$ cat config.mk
export PLATFORM = sky130hd
export DESIGN_NAME = poll_hold_responder
export DESIGN_NICKNAME = d
export VERILOG_FILES = /design/src/rtl/poll_resp_pkg.sv /design/src/rtl/prr_req_fifo.sv /design/src/rtl/prr_delay_cfg.sv /design/src/rtl/prr_hold_timer.sv /design/src/rtl/prr_event_ctr.sv /design/src/rtl/poll_hold_responder.sv
export SDC_FILE = /design/constraint.sdc
export NUM_CORES = 1
export LEC_CHECK = 0
export BUFFER_PORTS_ARGS = -buffer_cell sky130_fd_sc_hd__buf_2
export CORE_AREA = 2 2 430 432
export DETAILED_ROUTE_END_ITERATION = 10
export DIE_AREA = 0 0 432 434
export PLACE_DENSITY = 0.33
export REMOVE_ABC_BUFFERS = 1
export SLEW_MARGIN = 20
export SYNTH_ARGS = -nofsm -noshare
export SYNTH_HDL_FRONTEND = slang
export SYNTH_SLANG_ARGS = --single-unit
$ cat constraint.sdc
create_clock -name clk -period 2.67 [get_ports clk]
set_input_delay 0.1335 -clock clk [delete_from_list [all_inputs] [get_ports clk]]
set_output_delay 0.1335 -clock clk [all_outputs]
set_load 0.05 [all_outputs]
$ cat src/rtl/poll_resp_pkg.sv
`timescale 1ns/1ps
package poll_resp_pkg;

    typedef enum logic [1:0] {
        ST_IDLE = 2'd0,
        ST_HOLD = 2'd1,
        ST_RESP = 2'd2
    } poll_state_e;

    localparam int EV_NOW   = 0;
    localparam int EV_HELD  = 1;
    localparam int EV_TMO   = 2;
    localparam int EV_COUNT = 3;

endpackage

$ cat src/rtl/prr_req_fifo.sv
`timescale 1ns/1ps
module prr_req_fifo #(
    parameter int W     = 8,
    parameter int DEPTH = 2
) (
    input  logic         clk,
    input  logic         rst_n,
    input  logic         push,
    input  logic [W-1:0] din,
    input  logic         pop,
    output logic [W-1:0] dout,
    output logic         empty,
    output logic         full
);
    localparam int AW = (DEPTH > 1) ? $clog2(DEPTH) : 1;
    localparam int CW = $clog2(DEPTH + 1);

    logic [W-1:0]  mem [DEPTH];
    logic [AW-1:0] wr_ptr, rd_ptr;
    logic [CW-1:0] fill;

    assign empty = (fill == '0);
    assign full  = (fill == CW'(DEPTH));
    assign dout  = mem[rd_ptr];

    function automatic logic [AW-1:0] bump(input logic [AW-1:0] p);
        return (p == AW'(DEPTH - 1)) ? '0 : p + AW'(1);
    endfunction

    always_ff @(posedge clk) begin
        if (!rst_n) begin
            wr_ptr <= '0;
            rd_ptr <= '0;
            fill   <= '0;
        end else begin
            if (push) begin
                mem[wr_ptr] <= din;
                wr_ptr      <= bump(wr_ptr);
            end
            if (pop) begin
                rd_ptr <= bump(rd_ptr);
            end
            if (push && !pop) begin
                fill <= fill + CW'(1);
            end else if (pop && !push) begin
                fill <= fill - CW'(1);
            end
        end
    end


    no_overflow_chk: assert property (@(posedge clk) disable iff (!rst_n)
        push |-> !full);


    no_underflow_chk: assert property (@(posedge clk) disable iff (!rst_n)
        pop |-> !empty);

endmodule

$ cat src/rtl/prr_delay_cfg.sv
`timescale 1ns/1ps
module prr_delay_cfg #(
    parameter int DLY_W     = 16,
    parameter int MAX_DELAY = 10000,
    parameter int DEF_DELAY = 2000
) (
    input  logic             clk,
    input  logic             rst_n,
    input  logic             wr,
    input  logic [DLY_W-1:0] wdata,
    output logic [DLY_W-1:0] q
);
    localparam logic [DLY_W-1:0] CAP  = DLY_W'(MAX_DELAY);
    localparam logic [DLY_W-1:0] INIT = DLY_W'(DEF_DELAY);

    always_ff @(posedge clk) begin
        if (!rst_n) begin
            q <= INIT;
        end else if (wr) begin
            q <= (wdata > CAP) ? CAP : wdata;
        end
    end


    dly_bound_chk: assert property (@(posedge clk) disable iff (!rst_n)
        q <= CAP);

endmodule

$ cat src/rtl/prr_hold_timer.sv
`timescale 1ns/1ps
module prr_hold_timer #(
    parameter int DLY_W = 16
) (
    input  logic             clk,
    input  logic             rst_n,
    input  logic             load,
    input  logic [DLY_W-1:0] load_val,
    input  logic             run,
    output logic             expired
);
    logic [DLY_W-1:0] remain;

    assign expired = run && (remain == DLY_W'(1));

    always_ff @(posedge clk) begin
        if (!rst_n) begin
            remain <= '0;
        end else if (load) begin
            remain <= load_val;
        end else if (run && remain != '0) begin
            remain <= remain - DLY_W'(1);
        end
    end


    timer_live_chk: assert property (@(posedge clk) disable iff (!rst_n)
        (run && !load) |-> (remain != '0));

endmodule

$ cat src/rtl/prr_event_ctr.sv
`timescale 1ns/1ps
module prr_event_ctr #(
    parameter int N     = 3,
    parameter int CNT_W = 16
) (
    input  logic               clk,
    input  logic               rst_n,
    input  logic [N-1:0]       inc,
    output logic [N*CNT_W-1:0] counts
);
    for (genvar i = 0; i < N; i++) begin : g_ctr
        logic [CNT_W-1:0] c;
        always_ff @(posedge clk) begin
            if (!rst_n) begin
                c <= '0;
            end else if (inc[i]) begin
                c <= c + CNT_W'(1);
            end
        end
        assign counts[i*CNT_W +: CNT_W] = c;
    end


    one_event_chk: assert property (@(posedge clk) disable iff (!rst_n)
        $onehot0(inc));

endmodule

$ cat src/rtl/poll_hold_responder.sv
`timescale 1ns/1ps
module poll_hold_responder
    import poll_resp_pkg::*;
#(
    parameter int ENTRY_W   = 512,
    parameter int VLD_POS   = 0,
    parameter int TAG_W     = 8,
    parameter int DLY_W     = 16,
    parameter int MAX_DELAY = 10000,
    parameter int DEF_DELAY = 2000,
    parameter int REQ_DEPTH = 2,
    parameter int CNT_W     = 16
) (
    input  logic               clk,
    input  logic               rst_n,
    input  logic               rd_req_valid,
    output logic               rd_req_ready,
    input  logic [TAG_W-1:0]   rd_req_tag,
    output logic               rsp_valid,
    input  logic               rsp_ready,
    output logic [TAG_W-1:0]   rsp_tag,
    output logic [ENTRY_W-1:0] rsp_entry,
    input  logic [ENTRY_W-1:0] cq_head_entry,
    input  logic               cons_valid,
    output logic               cq_pop,
    input  logic               cfg_wr,
    input  logic [DLY_W-1:0]   cfg_delay,
    output logic [CNT_W-1:0]   cnt_hit_now,
    output logic [CNT_W-1:0]   cnt_hit_held,
    output logic [CNT_W-1:0]   cnt_timeout
);
    localparam int ALL_CNT_W = EV_COUNT * CNT_W;

    poll_state_e state_q, state_d;

    logic               fifo_push, fifo_pop, fifo_empty, fifo_full;
    logic [TAG_W-1:0]   fifo_tag;
    logic [DLY_W-1:0]   delay_q;
    logic               tmr_load, tmr_expired;
    logic               take_entry, take_zero;
    logic [EV_COUNT-1:0] ev_inc;
    logic [ALL_CNT_W-1:0] all_counts;
    logic [ENTRY_W-1:0] entry_q;
    logic               head_ok;

    assign head_ok = cq_head_entry[VLD_POS];

    prr_req_fifo #(.W(TAG_W), .DEPTH(REQ_DEPTH)) u_req_fifo (
        .clk   (clk),
        .rst_n (rst_n),
        .push  (fifo_push),
        .din   (rd_req_tag),
        .pop   (fifo_pop),
        .dout  (fifo_tag),
        .empty (fifo_empty),
        .full  (fifo_full)
    );

    prr_delay_cfg #(.DLY_W(DLY_W), .MAX_DELAY(MAX_DELAY), .DEF_DELAY(DEF_DELAY)) u_delay (
        .clk   (clk),
        .rst_n (rst_n),
        .wr    (cfg_wr),
        .wdata (cfg_delay),
        .q     (delay_q)
    );

    prr_hold_timer #(.DLY_W(DLY_W)) u_timer (
        .clk      (clk),
        .rst_n    (rst_n),
        .load     (tmr_load),
        .load_val (delay_q),
        .run      (state_q == ST_HOLD),
        .expired  (tmr_expired)
    );

    prr_event_ctr #(.N(EV_COUNT), .CNT_W(CNT_W)) u_ctr (
        .clk    (clk),
        .rst_n  (rst_n),
        .inc    (ev_inc),
        .counts (all_counts)
    );

    // State register
    always_ff @(posedge clk) begin
        if (!rst_n) begin
            state_q <= ST_IDLE;
        end else begin
            state_q <= state_d;
        end
    end

    // Next state and decision strobes
    always_comb begin
        state_d    = state_q;
        tmr_load   = 1'b0;
        take_entry = 1'b0;
        take_zero  = 1'b0;
        ev_inc     = '0;
        unique case (state_q)
            ST_IDLE: begin
                if (!fifo_empty) begin
                    if (head_ok) begin
                        state_d        = ST_RESP;
                        take_entry     = 1'b1;
                        ev_inc[EV_NOW] = 1'b1;
                    end else if (delay_q == '0) begin
                        state_d        = ST_RESP;
                        take_zero      = 1'b1;
                        ev_inc[EV_TMO] = 1'b1;
                    end else begin
                        state_d  = ST_HOLD;
                        tmr_load = 1'b1;
                    end
                end
            end
            ST_HOLD: begin
                if (head_ok) begin
                    state_d         = ST_RESP;
                    take_entry      = 1'b1;
                    ev_inc[EV_HELD] = 1'b1;
                end else if (tmr_expired) begin
                    state_d        = ST_RESP;
                    take_zero      = 1'b1;
                    ev_inc[EV_TMO] = 1'b1;
                end
            end
            ST_RESP: begin
                if (rsp_ready) begin
                    state_d = ST_IDLE;
                end
            end
            default: state_d = ST_IDLE;
        endcase
    end

    // Reply entry capture
    always_ff @(posedge clk) begin
        if (!rst_n) begin
            entry_q <= '0;
        end else if (take_entry) begin
            entry_q <= cq_head_entry;
        end else if (take_zero) begin
            entry_q <= '0;
        end
    end

    // Outputs
    always_comb begin
        rd_req_ready = !fifo_full;
        fifo_push    = rd_req_valid && !fifo_full;
        rsp_valid    = (state_q == ST_RESP);
        rsp_tag      = fifo_tag;
        rsp_entry    = entry_q;
        fifo_pop     = rsp_valid && rsp_ready;
        cq_pop       = cons_valid;
        cnt_hit_now  = all_counts[EV_NOW*CNT_W  +: CNT_W];
        cnt_hit_held = all_counts[EV_HELD*CNT_W +: CNT_W];
        cnt_timeout  = all_counts[EV_TMO*CNT_W  +: CNT_W];
    end


    imm_hit_chk: assert property (@(posedge clk) disable iff (!rst_n)
        (state_q == ST_IDLE && !fifo_empty && head_ok)
            |=> (rsp_valid && rsp_entry[VLD_POS]));


    held_hit_chk: assert property (@(posedge clk) disable iff (!rst_n)
        (state_q == ST_HOLD && head_ok)
            |=> (rsp_valid && rsp_entry == $past(cq_head_entry)));


    miss_is_zero_chk: assert property (@(posedge clk) disable iff (!rst_n)
        (rsp_valid && !rsp_entry[VLD_POS]) |-> (rsp_entry == '0));


    rsp_hold_chk: assert property (@(posedge clk) disable iff (!rst_n)
        (rsp_valid && !rsp_ready)
            |=> (rsp_valid && $stable(rsp_entry) && $stable(rsp_tag)));

endmodule

* Word-level counts from Yosys, hierarchy flattened *
Memories as Yosys holds them, arrays and structs flattened. A register that Yosys moved wholly into a read port is not among the register bits.
Index checks and enable logic that the tools add are counted.

storage, ports and cells
  register bits = 598
  latch bits = 0
  memory bits (writable) = 16
  bits in read-only memories = 0
  input port bits = 542
  output and inout bits = 571
  memories = 1

memories
  name            words  bits a word  read ports  clocked after Yosys merged registers in  wr ports  RTL line            source
  u_req_fifo.mem  2      8            1           1                                        1         prr_req_fifo.sv:18  logic [W-1:0] mem [DEPTH];

cells by class
  $add $sub $neg = 8
  multipliers = 0
  div/mod/pow operators = 0
  magnitude comparators = 1
  equal/unequal tests = 7
  shift-type cells = 0
  multiplexer cells = 36
  bitwise logic cells = 0
  reduce and logical (&&, ||, !) cells = 17

operator list
  kind                   number
  $mux 512               2
  $add 16x1->16 const B  3
  $mux 16                3
  $mux 1                 20
  $eq 16x1->1 const B    1
  $gt 16x14->1 const B   1
  $logic_not 16->1       1
  $mux 2                 8
  $reduce_bool 16->1     1
  $sub 16x1->16 const B  1
  $logic_and 1x1->1      6
  $pmux 2 s3             1
  $reduce_bool 2->1      3
  $eq 2x2->1 const B     2
  $logic_not 2->1        2
  $pmux 1 s2             2
  $logic_not 1->1        3
  $ne 3x3->1 const B     1
  $reduce_and 3->1       1
  $add 1x1->1 const B    2
  $add 2x1->2 const B    1
  $eq 2x1->1 const B     1
  $ne 2x1->1 const B     1
  $ne 2x2->1 const B     1
  $sub 2x1->2 const B    1

* Logic depth before layout (Yosys ltp) *
  word-level depth = 7
  mapped depth = 11
  depth with buffers taken out = 7

* Cells and area by module *
Synthesis repeated with hierarchy kept, for this count alone.

unflattened totals
  cells, all modules = 1670
  area total of the unflattened synthesis = 20597.3 um^2

by module, submodules not included
  module               instances  cells an instance  area an instance (um^2)  sequential area each (um^2)
  poll_hold_responder  1          1173               15881.5                  10289.9
  prr_event_ctr        1          244                2132.0                   960.9
  prr_hold_timer       1          122                1022.2                   320.3
  prr_req_fifo         1          48                 797.0                    580.6
  prr_delay_cfg        1          83                 764.5                    320.3

* Worst setup path before layout *
No wires, ideal clock.

  kind = register -> register
  start point = register state_q[1]
  end point = register u_req_fifo.fill[1]
  arrival = 2165 ps
  required time = 2600 ps
  path slack = 435 ps
  stages on the path, launching flop included = 6
  clock period less this slack = 2235 ps
  cells stage by stage = dfxtp_1 nor2b_1 nand2_1 ha_1 or3_1 a21oi_1

on the way
  word-level cells in the longest chain between the ends = 5

RTL lines
  what                                         RTL line                    source
  start, declared                              poll_hold_responder.sv:34   poll_state_e state_q, state_d;
  start signal, assigned                       poll_hold_responder.sv:88   state_q <= state_d;
  $eq 2x2->1 (*)                               poll_hold_responder.sv:151  rsp_valid = (state_q == ST_RESP);
  via rsp_valid                                poll_hold_responder.sv:19   output logic rsp_valid,
  $logic_and 1x1->1 (*)                        poll_hold_responder.sv:154  fifo_pop = rsp_valid && rsp_ready;
  $logic_not 1->1                              prr_req_fifo.sv:43          if (push && !pop) begin
  $logic_and 1x1->1                            prr_req_fifo.sv:43
  $mux 2 or $reduce_bool 2->1 (tied branches)  -
  end signal, assigned                         prr_req_fifo.sv:44          fill <= fill + CW'(1);
  end signal, assigned                         prr_req_fifo.sv:46          fill <= fill - CW'(1);
  end, declared                                prr_req_fifo.sv:20          logic [CW-1:0] fill;

Mark *: on every way through the listed nets, which the timed path passes. The rest lies on a longest branch.
A chain may end at the register's enable or synchronous reset.

* Worst setup path after layout *
  start point = register u_delay.q[2]
  end point = register entry_q[11], in the netlist rsp_entry[11]

on the way
  word-level cells in the longest chain between the ends = 6

RTL lines
  what                                RTL line                    source
  start, declared                     prr_delay_cfg.sv:11         output logic [DLY_W-1:0] q
  start signal, assigned              prr_delay_cfg.sv:20         q <= (wdata > CAP) ? CAP : wdata;
  $logic_not 16->1                    poll_hold_responder.sv:106  end else if (delay_q == '0) begin
  $mux 1                              poll_hold_responder.sv:106
  $mux 1                              poll_hold_responder.sv:102  if (head_ok) begin
  $mux 1                              poll_hold_responder.sv:101  if (!fifo_empty) begin
  $pmux 1 s2                          poll_hold_responder.sv:99   unique case (state_q)
  $reduce_bool 2->1 (no source line)  -
  end signal, assigned                poll_hold_responder.sv:141  entry_q <= cq_head_entry;
  end, declared                       poll_hold_responder.sv:43   logic [ENTRY_W-1:0] entry_q;

Every way passes these cells.

==> results summary <==
The area of all placed cells without fillers came out at 39,520 um^2. The fraction of registers with async set/reset came out at 0%. The synthesized netlist devotes 24.38% of its cell area to simple gates. The number of DRC violations after detailed-routing iteration 0 is 1,493. For the pin with the worst max-slew slack, the measured transition is 0.8136 ns. The iteration count of the initial detailed-routing pass came out at 5. The count of mapped cells out of synthesis is 2,772. The cell type of the slowest stage on the worst timing path is sky130_fd_sc_hd__nor4_1.

The count of H-tree levels built during CTS came out at 3. The count of final max-slew check failures is 0. The number of placement rows came out at 157. The most used flip-flop cell after synthesis is sky130_fd_sc_hd__dfxtp_1.

The critical path buffer and inverter count came out at 3. After detailed routing, the average wire length per cell comes to 19.90 um. The count of placed standard cells including taps came out at 6,095. The total routed wirelength is 135.3 mm. The dominant combinational cell family by area after synthesis is simple AND/OR/NAND/NOR gates.

The clock-pin slew reported for the worst setup and hold paths after clock tree synthesis is 0.05 ns. In the final layout, the share of cells above drive strength 1 is 30.28%. In this run the worst hold path is classified as input port to register. The worst-case vdd ir drop is 0.5292 mV. The largest net degree at the start of global routing came out at 141. For this run, the number of standard cells in the final layout without fillers is 6,800.

The number of buffers added on ports is 1,110. The global-route usage over all layers is 13.55%. In the routed design, unresolved DRC markers number 0. Subtracting the final worst setup slack from the clock period gives 2.555 ns. The wire length of the first global-routing pass is 187.3 mm. The signal on the critical path passes through nor4_1 -> nand4_1 -> buf_4 -> o32a_2 -> buf_12 -> buf_12 -> nand3_1 -> a21oi_1. The leakage power of the design came out at 16.45 nW. The setup skew after layout is 0.02511 ns. The mux share of post-synthesis cell area came out at 0.5755%. The width of the chip is 432 um. During I/O placement, the number of pins put on the boundary was 1,113. The critical-path maximum fanout is 140. The number of antenna violations at the first check in global routing came out at 26. The floorplan die area is 187,500 um^2. The largest buffer count on any clock path is 3. The placed cell area came out at 31,320 um^2. The instance count on the critical path is 8. Max-cap violations in this run came to 0. The worst endpoint required time is 3.22 ns.

The cell sitting at the root of the clock tree is a sky130_fd_sc_hd__clkbuf_16. Grouping stages by cell kind, the critical path spends the most delay in simple AND/OR/NAND/NOR gates. Sequential cells were found to cover 54.63% of the synthesized design area. The arrival time of data at the critical path endpoint is 3.10 ns. The setup check on the worst reg-to-reg path leaves a slack of 0.11 ns. The final antenna-violating net count came out at 0. The worst setup timing slack at the placement stage is 0.2050 ns. The clock insertion delay at the later pin of the skew report is 0.70 ns.

The final setup violation count is 0. The final estimated routing congestion in global placement is 0.8542. The critical path start-end classification is register to register. The post-synth design cell area came out at 22,830 um^2. Dividing the detail-routed via count by the number of cells gives 3.914. The number of clock sinks seen by CTS came out at 615. The die span in y came out at 434 um. The worst register-to-register path has a depth of 8. The number of CTS-inserted buffers came out at 84. The final worst slack came out at 0.1149 ns. Counting stages on the worst path, the most repeated cell is sky130_fd_sc_hd__buf_12. The synthesized-area fraction occupied by adder cells came out at 0.3836%.

STA classifies the critical path endpoint as a register. The number of global-route vias before repair came to 26.31k. After floorplanning, the core was sized to cover 182,500 um^2.

In this run the tightest slew margin relative to its limit is 45.76%. The synthesized netlist devotes 14.50% of its cell area to compound gates. The count of yosys warnings during synthesis came out at 0. The total overflow reported by the global router came out at 0. The number of failing hold endpoints at the final stage was 0. After Yosys synthesis, XOR and XNOR cells account for 1.113% of the synthesized area. The number of unique standard cell types used by synthesis is 59.

The peak per-stage delay on the critical path came out at 0.38 ns. The final layout contains 4,896 nets. The starting utilization of the core area is 12.51%. From synthesis to final layout, the design area changed by 73.11%.

The kind of start point of the critical path is a register. Dividing the synthesized area by the synthesized cell count gives 8.236 um^2. The portion of the clock cycle consumed by the worst path in the final layout came out at 95.70%.

Detailed placement ended at an HPWL of 101.7 mm. The number of enable-type register cells in the synthesized netlist is 16. Setup repair after global routing left no endpoint under its margin. The total via count in the routed design is 26.62k. Counting flops and latches in the post-synthesis netlist gives 615. The flow ran to the end, and the final reports show no timing, DRC or antenna violations.

The TritonCTS clock tree is yes. Dividing total power by cell area gives a power density of 1049 nW/um^2. The maximum clock frequency came out at 0.3914 GHz.

The cell depth of the worst min-delay path came out at 4.
[Yosys cell counts (8+ instances only)]
| cell type | n | area [um^2] |
|---|---|---|
| sky130_fd_sc_hd__nand4_1 | 20 | 125.1 |
| sky130_fd_sc_hd__clkbuf_1 | 234 | 878.3 |
| sky130_fd_sc_hd__edfxtp_1 | 16 | 480.5 |
| sky130_fd_sc_hd__mux2_2 | 9 | 101.4 |
| sky130_fd_sc_hd__xor2_1 | 16 | 140.1 |
| sky130_fd_sc_hd__o21ai_0 | 13 | 65.06 |
| sky130_fd_sc_hd__xnor2_1 | 13 | 113.9 |
| sky130_fd_sc_hd__nand2_1 | 544 | 2042 |
| sky130_fd_sc_hd__nor2_1 | 45 | 168.9 |
| sky130_fd_sc_hd__dfxtp_1 | 599 | 11990 |
| sky130_fd_sc_hd__inv_1 | 13 | 48.80 |
| sky130_fd_sc_hd__buf_1 | 14 | 52.55 |
| sky130_fd_sc_hd__a22o_1 | 8 | 70.07 |
| sky130_fd_sc_hd__or4_1 | 12 | 90.09 |
| sky130_fd_sc_hd__nor3_1 | 11 | 55.05 |
| sky130_fd_sc_hd__a21oi_1 | 547 | 2738 |
| sky130_fd_sc_hd__or3_1 | 14 | 87.58 |
| sky130_fd_sc_hd__nor4_1 | 8 | 50.05 |
| sky130_fd_sc_hd__nand3_1 | 533 | 2668 |
| sky130_fd_sc_hd__and2_1 | 8 | 50.05 |
| sky130_fd_sc_hd__o31ai_1 | 12 | 90.09 |
[metal layers]
layer	wire length [um]	up-vias	global-route usage (%)
met4	4143	6	4.362
met5	34	-	0
li1	-	12750	-
met1	57670	12740	16.94
met2	62480	924	21.65
met3	10980	202	4.719
[sequential cells by signal (all words and copies together) (netlist names), named ones only]
register           cells
state_q                2
u_ctr.g_ctr.c         48
rsp_entry            512
u_req_fifo.wr_ptr      1
u_req_fifo.fill        2
u_req_fifo.rd_ptr      1
u_req_fifo.mem        16
u_delay.q             16
u_timer.remain        16
[cells in the final DEF, fill, tap and decap left out, types with 26 or more instances in the layout]
master	n
sky130_fd_sc_hd__buf_4	58
sky130_fd_sc_hd__nand2_1	544
sky130_fd_sc_hd__a21oi_1	546
sky130_fd_sc_hd__clkbuf_16	87
sky130_fd_sc_hd__dfxtp_1	599
sky130_fd_sc_hd__clkbuf_1	26
sky130_fd_sc_hd__nor2_1	45
sky130_fd_sc_hd__dlygate4sd3_1	549
sky130_fd_sc_hd__buf_2	1110
sky130_fd_sc_hd__nand3_1	533
[through the flow]
stage / setup TNS (ns) / total power (W) / hold slack, ns / util [%]
finish: 0 / 0.04145 / 0.1308 / 21.66
global route: 0 / 0.04366 / 0.07555 / 21.65
CTS: 0 / 0.04207 / 0.06638 / 21.63
detailed placement: 0 / 0.02989 / 0.2673 / 17.16
global placement: 0 / 0.02988 / 0.2673 / 17.16
floorplan: -8833.60 / 0.01510 / 0.2121 / -
[where the power goes]
part	total (W)	internal, W	switching [W]
combinational	0.0180	0.00460	0.0134
clock	0.0111	0.00650	0.00462
sequential	0.0124	0.0112	0.00119
[kinds of logic (layout without fill, tap and decap cells)]
kind of cell | after synthesis | count (layout)
AOI/OAI and AO/OA | 621 | 621
xor gates and xnor gates | 29 | 29
adders and majority gates | 7 | 7
buffers and inverters | 264 | 1901
DFF | 615 | 615
muxes | 12 | 12
other | 0 | 6
and+or+nand+nor | 1224 | 1224
[cell type report]
class	instances	area (um^2)
Clock inverter	23	216.5
Antenna cell	6	15.01
Timing Repair Buffer	1740	11950
Multi-Input combinational cell	1893	9389
Inverter	13	56.30
Sequential cell	615	12470
Tap cell	2385	2984
Clock buffer	125	2440
Fill cell	20630	143000
[worst reg2reg max path: cells and delay by family, from the launching register on]
kind / cells / cell delay (ns)
and+or+nand+nor: 3 / 1.14
buffers and inverters: 3 / 0.65
DFF: 1 / 0.33
AOI/OAI and AO/OA: 2 / 0.30
[worst paths after layout]
kind | start | to
worst max-delay path | u_delay.q[2] | rsp_entry[11]
worst min-delay path | rd_req_valid | u_req_fifo.wr_ptr
worst max register to register | u_delay.q[2] | rsp_entry[11]
worst min register to register | rsp_entry[296] | rsp_entry[296]
[timing repair]
| action | 4_1_cts | 5_1_grt |
|---|---|---|
| endpoints found under the setup margin | 0 | 29 |
| resized for setup | 0 | 3 |
| buffers inserted | 0 | 2 |
| hold endpoints to repair | 555 | 0 |
| hold buffers | 549 | 0 |
No activity file was read; power rests on OpenSTA's default activity.
